===== config.mk =====
export PLATFORM = sky130hd
export DESIGN_NAME = intr_group_ctrl
export DESIGN_NICKNAME = d
export VERILOG_FILES = /design/src/rtl/intr_pkg.sv /design/src/rtl/intr_reg_decode.sv /design/src/rtl/intr_cause_bank.sv /design/src/rtl/intr_line_map.sv /design/src/rtl/intr_group_ctrl.sv
export SDC_FILE = /design/constraint.sdc
export NUM_CORES = 1
export LEC_CHECK = 0
export ABC_AREA = 1
export CORE_UTILIZATION = 30
export DETAILED_ROUTE_END_ITERATION = 16
export GPL_TIMING_DRIVEN = 1
export SLEW_MARGIN = 20
export SYNTH_ARGS = -nofsm -noshare
export SYNTH_HDL_FRONTEND = slang
export SYNTH_SLANG_ARGS = --single-unit

===== constraint.sdc =====
create_clock -name clk -period 1.7 [get_ports clk]
set_clock_uncertainty 0.1 [all_clocks]
set_input_delay 0.34 -clock clk [delete_from_list [all_inputs] [get_ports clk]]
set_output_delay 0.34 -clock clk [all_outputs]
set_load 0.01 [all_outputs]

===== src/rtl/intr_pkg.sv =====
`timescale 1ns/1ps
package intr_pkg;
    localparam int REG_W     = 32;
    localparam int ADDR_W    = 2;
    localparam int GRP_N     = 7;
    localparam int MULTI_POS = 31;

    localparam logic [REG_W-1:0] CAUSE_MASK = 32'h7FFF_FF00;
    localparam logic [REG_W-1:0] FATAL_MASK = 32'h3FC0_6000;

    typedef enum logic [ADDR_W-1:0] {
        SEL_STATUS = 2'd0,
        SEL_ENABLE = 2'd1,
        SEL_GRPRST = 2'd2,
        SEL_DEVMAP = 2'd3
    } reg_sel_e;

    typedef struct packed {
        logic             en_we;
        logic             map_we;
        logic             grp_we;
        logic [REG_W-1:0] data;
    } reg_wr_s;

    function automatic logic [REG_W-1:0] group_bits(input int g);
        logic [REG_W-1:0] m;
        m = '0;
        case (g)
            0: m = 32'h0000_FD00;
            1: m = 32'h4001_0000;
            2: m = 32'h003E_0000;
            3: m = 32'h0B80_0000;
            4: m = 32'h1400_0200;
            5: m = 32'h2040_0000;
            6: m = 32'h8000_0000;
            default: m = '0;
        endcase
        return m;
    endfunction

    function automatic logic [REG_W-1:0] clear_mask(input logic [GRP_N-1:0] req);
        logic [REG_W-1:0] m;
        m = '0;
        for (int g = 0; g < GRP_N; g++) begin
            if (req[g]) m = m | group_bits(g);
        end
        return m;
    endfunction
endpackage


===== src/rtl/intr_reg_decode.sv =====
`timescale 1ns/1ps
module intr_reg_decode
    import intr_pkg::*;
(
    input  logic              wr,
    input  logic [ADDR_W-1:0] addr,
    input  logic [REG_W-1:0]  wdata,
    output reg_wr_s           strobes
);
    reg_sel_e sel;

    always_comb begin
        sel             = reg_sel_e'(addr);
        strobes.data    = wdata;
        strobes.en_we   = wr && (sel == SEL_ENABLE);
        strobes.map_we  = wr && (sel == SEL_DEVMAP);
        strobes.grp_we  = wr && (sel == SEL_GRPRST);
    end
endmodule


===== src/rtl/intr_cause_bank.sv =====
`timescale 1ns/1ps
module intr_cause_bank
    import intr_pkg::*;
(
    input  logic             clk,
    input  logic             rst,
    input  logic [REG_W-1:0] evt,
    input  logic             grp_we,
    input  logic [GRP_N-1:0] grp_req,
    output logic [REG_W-1:0] cause_q,
    output logic             multi_q
);
    logic [REG_W-1:0] clr;
    logic [REG_W-1:0] evt_valid;
    logic             any_evt;
    logic             any_pending;

    always_comb begin
        clr         = grp_we ? clear_mask(grp_req) : '0;
        evt_valid   = evt & CAUSE_MASK;
        any_evt     = |evt_valid;
        any_pending = |(cause_q & CAUSE_MASK);
    end

    for (genvar i = 0; i < REG_W; i++) begin : g_bit
        if (CAUSE_MASK[i]) begin : g_sticky
            always_ff @(posedge clk) begin
                if (rst)              cause_q[i] <= 1'b0;
                else if (evt_valid[i]) cause_q[i] <= 1'b1;
                else if (clr[i])      cause_q[i] <= 1'b0;
            end
        end else begin : g_none
            assign cause_q[i] = 1'b0;
        end
    end

    always_ff @(posedge clk) begin
        if (rst)                          multi_q <= 1'b0;
        else if (any_evt && any_pending)  multi_q <= 1'b1;
        else if (clr[MULTI_POS])          multi_q <= 1'b0;
    end
endmodule


===== src/rtl/intr_line_map.sv =====
`timescale 1ns/1ps
module intr_line_map #(
    parameter int LINES = 8,
    parameter int DEV_W = 3,
    localparam int MAP_W = LINES * DEV_W
) (
    input  logic             clk,
    input  logic             rst,
    input  logic [LINES-1:0] lines_in,
    input  logic             map_we,
    input  logic [MAP_W-1:0] map_wdata,
    output logic [LINES-1:0] lines_q,
    output logic [MAP_W-1:0] map_q
);
    always_ff @(posedge clk) begin
        if (rst) lines_q <= '0;
        else     lines_q <= lines_in;
    end

    for (genvar n = 0; n < LINES; n++) begin : g_field
        always_ff @(posedge clk) begin
            if (rst)         map_q[n*DEV_W +: DEV_W] <= '0;
            else if (map_we) map_q[n*DEV_W +: DEV_W] <= map_wdata[n*DEV_W +: DEV_W];
        end
    end
endmodule


===== src/rtl/intr_group_ctrl.sv =====
`timescale 1ns/1ps
module intr_group_ctrl
    import intr_pkg::*;
#(
    parameter int LINES = 8,
    parameter int DEV_W = 3
) (
    input  logic              clk,
    input  logic              rst,
    input  logic [REG_W-1:0]  evt_i,
    input  logic [LINES-1:0]  dev_irq_i,
    input  logic              reg_wr_i,
    input  logic [ADDR_W-1:0] reg_addr_i,
    input  logic [REG_W-1:0]  reg_wdata_i,
    output logic [REG_W-1:0]  reg_rdata_o,
    output logic              irq_o,
    output logic              fatal_o,
    output logic              multi_err_o
);
    localparam int MAP_W = LINES * DEV_W;

    reg_wr_s          strobes;
    logic [REG_W-1:0] cause_q;
    logic             multi_q;
    logic [LINES-1:0] lines_q;
    logic [MAP_W-1:0] map_q;
    logic [REG_W-1:0] enable_q;
    logic [REG_W-1:0] status_q;

    intr_reg_decode u_decode (
        .wr      (reg_wr_i),
        .addr    (reg_addr_i),
        .wdata   (reg_wdata_i),
        .strobes (strobes)
    );

    intr_cause_bank u_causes (
        .clk     (clk),
        .rst     (rst),
        .evt     (evt_i),
        .grp_we  (strobes.grp_we),
        .grp_req (strobes.data[GRP_N-1:0]),
        .cause_q (cause_q),
        .multi_q (multi_q)
    );

    intr_line_map #(.LINES(LINES), .DEV_W(DEV_W)) u_lines (
        .clk       (clk),
        .rst       (rst),
        .lines_in  (dev_irq_i),
        .map_we    (strobes.map_we),
        .map_wdata (strobes.data[MAP_W-1:0]),
        .lines_q   (lines_q),
        .map_q     (map_q)
    );

    always_ff @(posedge clk) begin
        if (rst)                enable_q <= '0;
        else if (strobes.en_we) enable_q <= strobes.data;
    end

    always_comb begin
        status_q                = cause_q;
        status_q[MULTI_POS]     = multi_q;
        status_q[LINES-1:0]     = lines_q;
    end

    always_comb begin
        case (reg_sel_e'(reg_addr_i))
            SEL_STATUS: reg_rdata_o = status_q;
            SEL_ENABLE: reg_rdata_o = enable_q;
            SEL_DEVMAP: reg_rdata_o = {{(REG_W-MAP_W){1'b0}}, map_q};
            default:    reg_rdata_o = '0;
        endcase
    end

    assign irq_o       = |(status_q & enable_q);
    assign fatal_o     = |(status_q & FATAL_MASK);
    assign multi_err_o = status_q[MULTI_POS];
endmodule


==> metrics.txt, run 1 <==
status=finished with violations; failing checks=negative setup slack; Crit. End Element=output pin; Yosys top cell area share=43.0%; commonest cells in the netlist=nor2_1 (118), dfxtp_1 (88), nand2_1 (82), inv_1 (78), a211oi_2 (38); largest net degree at the start of global routing=42; CP max stage delay=0.32 ns; crit path buf inv count=1; most used cell, CP=nand2_1; Wirelength per Cell=14.6 um; worst-path cell chain=nand2_1, nand2_1, nor2_2, nand2_1, nor2_2, nand2_1, buf_2; peak supply drop=0.000468 V; CTS max path bufs=2; actual slew at the worst max-slew pin=0.231 ns; Crit Path Class=register to output pin; Die Span Y=119 um; CTS Buf Count=9; Cells after Synth=534; Top Usage Layer GRT=met2; grt ovf=0; total power draw=0.00526 W; total number of vias=4160; pwr dens=834 nW/um2; DIE WIDTH=119 um; post-synth top area cell=dfxtp_1; CP required=1.26 ns; initial antenna violation count=0; Core Area=13300 um2; final wirelength=12900 um; Yosys cell types=22; Crit path arrival time=1.34 ns; Via density=4.70; Mapped Nets=611; yosys warns=0; port buffer count=102; top cells by area, synth=dfxtp_1 (43%), a211oi_2 (12%), nor2_1 (11%), nand2_1 (7.5%), inv_1 (7.1%); vias in the first global route=4132; Layout Cells excl Fill=885; CTS tree=built; first-pass GRT wire length=20900 um; delay-heaviest family, CP=simple AND/OR/NAND/NOR gates; period utilisation layout=105%; P_leak=2.59 nW; M1 GR Usage=24.1%; Post-synth EDFFs=0; Slew HR=84.5%; final hold viol count=0; diodes inserted=0; Primary FF master, synth=dfxtp_1; 1st-iter DRT viols=283; Max-Cap Viols=0; Area Growth Syn to Fin=53.9%; met3 usage=3.16%; DRC Markers=0; Reg clk slew, reported paths=0.06 ns; max-slew violation count=0; Hold-fix buffers, CTS=0; worst hold slack=0.228 ns; Post-synth ARST share=0%; share of layout cells above drive strength 1=33.3%; unrepaired setup endpoints after global routing=true; GRT Util Overall=18.9%; mapped cell area=4100 um2; setup violators final=1; Synth Register Bits=88; CP max FO=2; # rows=42; IO Pins=112; CP max-delay cell=dfxtp_2; Final HPWL DP=9280 um; final setup TNS=-0.0816 ns; RePlAce Congestion=0.769; Sink Count=88; crit start category=register; setup ws final=-0.0816 ns; placed cells=860; Filler cells=1293; Initial Utilization=30.8%; Antenna Nets Post-Route=0; full die area=14100 um2; Hold Crit Class=input pin to register; Worst-Skew Late Latency=0.34 ns; Final Net Count=781; # H-tree levels=3; CTS Root Cell=clkbuf_16; Peak Freq=561 MHz; 1st-pass router iterations=4; Seq/Total Area, Yosys=43.0%; GRT met2 Usage=32.4%; Avg Inst Size Synth=7.68 um2; most common cell in the synthesized netlist=nor2_1; minimum clock period=1.78 ns
[cells in the final DEF, fill, tap and decap left out, types with 7 or more instances in the layout]
cell type / instances
buf_12: 8
dfxtp_1: 76
inv_2: 14
buf_6: 8
a21oi_1: 28
clkbuf_16: 9
a211oi_2: 38
clkdlybuf4s50_1: 64
buf_2: 28
inv_1: 65
buf_4: 72
a211oi_1: 14
o221ai_2: 15
dfxtp_2: 12
nand3_1: 8
o221ai_1: 7
nand2_1: 80
nor2_1: 113
[power by group]
part           internal, W  switching, W
Clock              0.00122      0.000807
Combinational     0.000501      0.000486
Sequential         0.00219     0.0000564
[cell type report]
type / instances / area [um2] / area share, %
Timing Repair inverter: 1 / 6.26 / 0.0992
Clock inverter: 2 / 37.5 / 0.595
Tap cell: 176 / 220 / 3.49
Multi-Input combinational cell: 336 / 2040 / 32.3
Clock buffer: 14 / 264 / 4.19
Timing Repair Buffer: 187 / 1650 / 26.2
Inverter: 81 / 314 / 4.98
Sequential cell: 88 / 1780 / 28.2
[repair_timing]
action / CTS / global route
buffers inserted: 6 / 1
gates resized for setup: 185 / 36
setup endpoints to repair: 35 / 22
gates cloned: 2 / 0
pin swaps: 13 / 17
[flip-flops by register name, summed over array words and instances (netlist names)]
signal and flops:
enable_q 32, u_lines.map_q 24, u_causes.cause_q 23, u_lines.lines_q 8, u_causes.multi_q 1
[per-stage QoR]
| step | cell area [um2] | worst slack (ns) | utilization (%) |
|---|---|---|---|
| finish | 6310 | -0.0816 | 47.4 |
| detailed placement | 5840 | -0.911 | 43.9 |
| global route | 6310 | -0.177 | 47.4 |
| CTS | 6200 | -0.125 | 46.7 |
| floorplan | 4100 | 0.192 | - |
| global placement | 5840 | -0.866 | 43.9 |
[worst register-to-register path, cell delays in order, from the launching register on]
cell	delay (ns)
dfxtp_2	0.35
nor2_2	0.13
nand3_2	0.09
nor2_4	0.11
buf_4	0.11
buf_4	0.08
nand3_1	0.07
nand2_1	0.07
a21oi_1	0.06
[cell families after synthesis]
logic type	synth area share, %
AOI/OAI and AO/OA	25.2
and+or+nand+nor	20.4
DFF	43.0
buffers and inverters	11.4
[path summary, 6_finish.rpt]
| kind | from | endpoint | slack (ns) | depth (start not counted) |
|---|---|---|---|---|
| worst max-delay path | u_causes.cause_q[13]$_SDFFE_PP0P_ | irq_o | -0.08 | 7 |
| worst min-delay path | rst | enable_q[28]$_SDFFE_PP0P_ | 0.23 | 2 |
| worst max register to register | u_causes.cause_q[23]$_SDFFE_PP0P_ | u_causes.multi_q$_SDFFE_PP0P_ | 0.42 | 8 |
| worst min register to register | u_lines.map_q[13]$_SDFFE_PP0P_ | u_lines.map_q[13]$_SDFFE_PP0P_ | 0.37 | 2 |
[metal layers]
layer / part of all wire (%) / vias to the layer above
met1: 46 / 1952
met2: 48 / 95
met3: 4.1 / 14
met5: 0 / -
li1: - / 2099
met4: 1.2 / 0
Note: power is estimated with default switching activity, not from simulation.
==> run 2, diff against run 1 <==
--- a/config.mk
+++ b/config.mk
@@ -5,11 +5,9 @@
 export SDC_FILE = /design/constraint.sdc
 export NUM_CORES = 1
 export LEC_CHECK = 0
-export ABC_AREA = 1
 export CORE_UTILIZATION = 30
 export DETAILED_ROUTE_END_ITERATION = 16
 export GPL_TIMING_DRIVEN = 1
-export SLEW_MARGIN = 20
 export SYNTH_ARGS = -nofsm -noshare
 export SYNTH_HDL_FRONTEND = slang
 export SYNTH_SLANG_ARGS = --single-unit
==> run 2 against run 1 <==
  * Non-clock buffer count decreased by 1
  * Synthesized cell count is 8.8% lower
  * Sequential power about the same
  * Critical path type unchanged
  * First-iteration DRC count up 57%
  * Worst hold slack improved by 0.13 ns
  * Critical path depth decreased by 3
  * Critical endpoint unchanged
  * Utilization increased by 0.54 points
  * Via count decreased by 2.8%
  * Clock-buffer cell count decreased by 1
  * The run still ends with negative setup slack left
==> metrics.txt, run 2 <==
status=finished with violations (unchanged); failing checks=negative setup slack (unchanged); initial antenna violation count=0 (unchanged); switching power=0.00123 W (was 0.00135 W); utilization after layout=48.0% (was 47.4%); actual slew at the worst max-slew pin=0.402 ns (was 0.231 ns); Area Growth Syn to Fin=54.1% (was 53.9%); Primary FF master, synth=dfxtp_1 (unchanged); setup ws final=-0.442 ns (was -0.0816 ns); Hold Crit Class=register to register (was input pin to register); peak supply drop=0.000511 V (was 0.000468 V); Compound-Gate Fraction of Synth Area=17.2% (was 25.2%); Stages on worst setup path=4 (was 7); Peak Freq=467 MHz (was 561 MHz); DIE WIDTH=114 um (was 119 um); Cells after Synth=487 (was 534); Setup crit end=irq_o (unchanged); Final Net Count=727 (was 781); Avg Inst Size Synth=7.74 um2 (was 7.68 um2); biggest regs=enable_q (32), u_lines.map_q (24), u_causes.cause_q (23) (unchanged); commonest non-fill, non-tap cell in the layout=nand2_1 (was nor2_1); RePlAce Congestion=0.930 (was 0.769); simple-gate share of the synthesized area=23.4% (was 20.4%); Worst R2R Path Depth=7 (was 8); Crit path arrival time=1.70 ns (was 1.34 ns); max reg flops=32 (unchanged); yosys warns=0 (unchanged); Crit. End Element=output pin (unchanged); mapped cell area=3770 um2 (was 4100 um2); full die area=13000 um2 (was 14100 um2); period utilisation layout=126% (was 105%); CP max stage delay=0.47 ns (was 0.32 ns); Worst Setup SP=enable_q[13]$_SDFFE_PP0P_ (was u_causes.cause_q[13]$_SDFFE_PP0P_); CP required=1.26 ns (about the same); Crit Path Class=register to output pin (unchanged); Layout Cells excl Fill=821 (was 885); Hold-fix buffers, CTS=0 (unchanged); Core Area=12100 um2 (was 13300 um2); Sink Count=88 (unchanged); crit path buf inv count=1 (unchanged); Adder-Cell Fraction of Synth Area=0% (unchanged); setup violators final=2 (was 1); share of layout cells above drive strength 1=26.8% (was 33.3%); Via density=4.92 (was 4.70); Max-Cap Viols=0 (unchanged); pwr dens=835 nW/um2 (was 834 nW/um2); IO Pins=112 (unchanged); worst-path cell chain=a22oi_2, nand4_1, or4_4, buf_6 (was nand2_1, nand2_1, nor2_2, nand2_1, nor2_2, nand2_1, buf_2); CP max FO=3 (was 2); total power draw=0.00485 W (was 0.00526 W); GRT Util Overall=21.0% (was 18.9%); total number of vias=4043 (was 4160); Synth Register Bits=88 (unchanged); worst hold slack=0.354 ns (was 0.228 ns); CTS max path bufs=2 (unchanged); most common cell in the synthesized netlist=nand2_1 (was nor2_1); Reg clk slew, reported paths=0.06 ns (about the same); Clock Power Share=36.5% (was 38.6%); vias in the first global route=3907 (was 4132); minimum clock period=2.14 ns (was 1.78 ns); largest net degree at the start of global routing=89 (was 42); CTS Buf Count=9 (unchanged); Worst-Skew Late Latency=0.33 ns (was 0.34 ns); diodes inserted=0 (unchanged); Wirelength per Cell=16.3 um (was 14.6 um); Largest Register=enable_q (unchanged); first-pass GRT wire length=20800 um (was 20900 um); Slew HR=73.2% (was 84.5%); unrepaired setup endpoints after global routing=true (unchanged); final wirelength=13400 um (was 12900 um); slack of the worst reg-to-reg path=0.07 ns (was 0.42 ns); Final HPWL DP=9810 um (was 9280 um); CP max-delay cell=or4_4 (was dfxtp_2); 1st-iter DRT viols=443 (was 283); Initial Utilization=31.1% (was 30.8%); commonest cells in the netlist=nand2_1 (146), dfxtp_1 (88), a21oi_1 (80), nor2_1 (34), mux2i_1 (32) (was nor2_1 (118), dfxtp_1 (88), nand2_1 (82), inv_1 (78), a211oi_2 (38)); register share of total power=45.9% (was 42.6%); Post-Synth XOR/XNOR Area=0% (unchanged); most frequent cells in the layout=nand2_1 (146), a21oi_1 (80), buf_4 (71), dfxtp_1 (70), clkdlybuf4s50_1 (64) (was nor2_1 (113), nand2_1 (80), dfxtp_1 (76), buf_4 (72), inv_1 (65)); post-synth top area cell=dfxtp_1 (unchanged); Yosys cell types=22 (unchanged); grt ovf=0 (unchanged); Antenna Nets Post-Route=0 (unchanged); mux cell area share after synthesis=8.50% (was 0%); final hold viol count=0 (unchanged); Mapped Nets=564 (was 611); cell internal pwr=0.00363 W (was 0.00391 W); P_leak=2.32 nW (was 2.59 nW); port buffer count=102 (unchanged); CTS Root Cell=clkbuf_16 (unchanged); # rows=40 (was 42); CTS tree=built (unchanged); 1st-pass router iterations=5 (was 4); delay-heaviest family, CP=simple AND/OR/NAND/NOR gates (unchanged); Seq/Total Area, Yosys=46.7% (was 43.0%); crit start category=register (unchanged); worst r2r src=u_causes.cause_q[24]$_SDFFE_PP0P_ (was u_causes.cause_q[23]$_SDFFE_PP0P_); sw frac=25.3% (was 25.7%); largest family of logic cells by synthesized area=simple AND/OR/NAND/NOR gates (was compound AO/OA/AOI/OAI gates); Post-synth ARST share=0% (unchanged); Yosys top cell area share=46.7% (was 43.0%); DRC Markers=0 (unchanged); Die Span Y=114 um (was 119 um); # H-tree levels=3 (unchanged); placed cells=802 (was 860); top cells by area, synth=dfxtp_1 (47%), nand2_1 (15%), a21oi_1 (11%), mux2i_1 (8.5%), nor2_1 (3.4%) (was dfxtp_1 (43%), a211oi_2 (12%), nor2_1 (11%), nand2_1 (7.5%), inv_1 (7.1%)); max-slew violation count=0 (unchanged); combinational power share=17.6% (was 18.8%); Post-synth EDFFs=0 (unchanged); FF-to-FF End=u_causes.multi_q$_SDFFE_PP0P_ (unchanged)
==> run 2: changes by cell type after synthesis, sizes merged, moves of 32 or more <==
cell | previous run | this run
nor2 | 120 | 34
inv | 81 | 0
nand2 | 83 | 147
a211oi | 52 | 0
a21oi | 28 | 80
mux2i | 0 | 32
==> run 2: worst min-delay path by stage <==
stage | start | to | slack [ns] | depth (start not counted)
after floorplan | u_lines.map_q[0]$_SDFFE_PP0P_ | u_lines.map_q[0]$_SDFFE_PP0P_ | 0.34 | 2
after global placement | u_lines.map_q[15]$_SDFFE_PP0P_ | u_lines.map_q[15]$_SDFFE_PP0P_ | 0.34 | 2
after detailed placement | u_lines.map_q[5]$_SDFFE_PP0P_ | u_lines.map_q[5]$_SDFFE_PP0P_ | 0.35 | 2
after CTS | u_lines.map_q[5]$_SDFFE_PP0P_ | u_lines.map_q[5]$_SDFFE_PP0P_ | 0.35 | 2
after global routing | u_lines.map_q[1]$_SDFFE_PP0P_ | u_lines.map_q[1]$_SDFFE_PP0P_ | 0.38 | 2
final | u_lines.map_q[5]$_SDFFE_PP0P_ | u_lines.map_q[5]$_SDFFE_PP0P_ | 0.35 | 2
==> run 2: kinds of logic after synthesis <==
logic type / Yosys count
simple gates: 212
compound gates: 121
flops: 88
buf+inv: 34
mux: 32
==> run 2: cell type report <==
| type | instances | area [um2] |
|---|---|---|
| Fill cell | 1190 | 6300 |
| Timing Repair Buffer | 186 | 1600 |
| Clock inverter | 1 | 5.00 |
| Clock buffer | 13 | 250 |
| Tap cell | 168 | 210 |
| Multi-Input combinational cell | 365 | 1960 |
| Sequential cell | 88 | 1780 |
==> run 2: power groups by stage <==
stage / clock, W / combinational (W) / sequential [W]
after CTS: 0.00179 / 0.000843 / 0.00222
after global placement: 0 / 0.000812 / 0.00226
after floorplan: 0 / 0.000299 / 0.00226
after global routing: 0.00187 / 0.000913 / 0.00224
after detailed placement: 0 / 0.000817 / 0.00226
final: 0.00177 / 0.000852 / 0.00223
==> run 2: through the flow <==
step | setup TNS (ns) | instance area [um2] | worst slack, ns
after floorplan | 0 | 3770 | 0.107
after global placement | -38.24 | 5490 | -0.676
after detailed placement | -39.27 | 5490 | -0.690
after CTS | -0.649 | 5810 | -0.440
after global routing | -0.598 | 5810 | -0.458
final | -0.559 | 5810 | -0.442
==> run 2: worst reg2reg max path, cell delays in order, from the launching register on <==
cell	delay [ns]
dfxtp_2	0.34
buf_6	0.13
nor4_4	0.24
nand3_1	0.15
buf_4	0.17
buf_4	0.12
o22ai_1	0.17
a21oi_1	0.09
==> run 2: metal layers <==
layer | routed length, um | GRT usage (%)
met1 | 6180 | 29.4
met2 | 6010 | 32.2
met3 | 888 | 3.55
met4 | 312 | 7.88
met5 | 0 | 0
==> run 2: what timing repair did <==
item                       CTS  global route
setup buffers                4             2
gates resized for setup    175            32
setup endpoints to repair   57            28
pin swaps                    7            12
gates cloned                 1             0
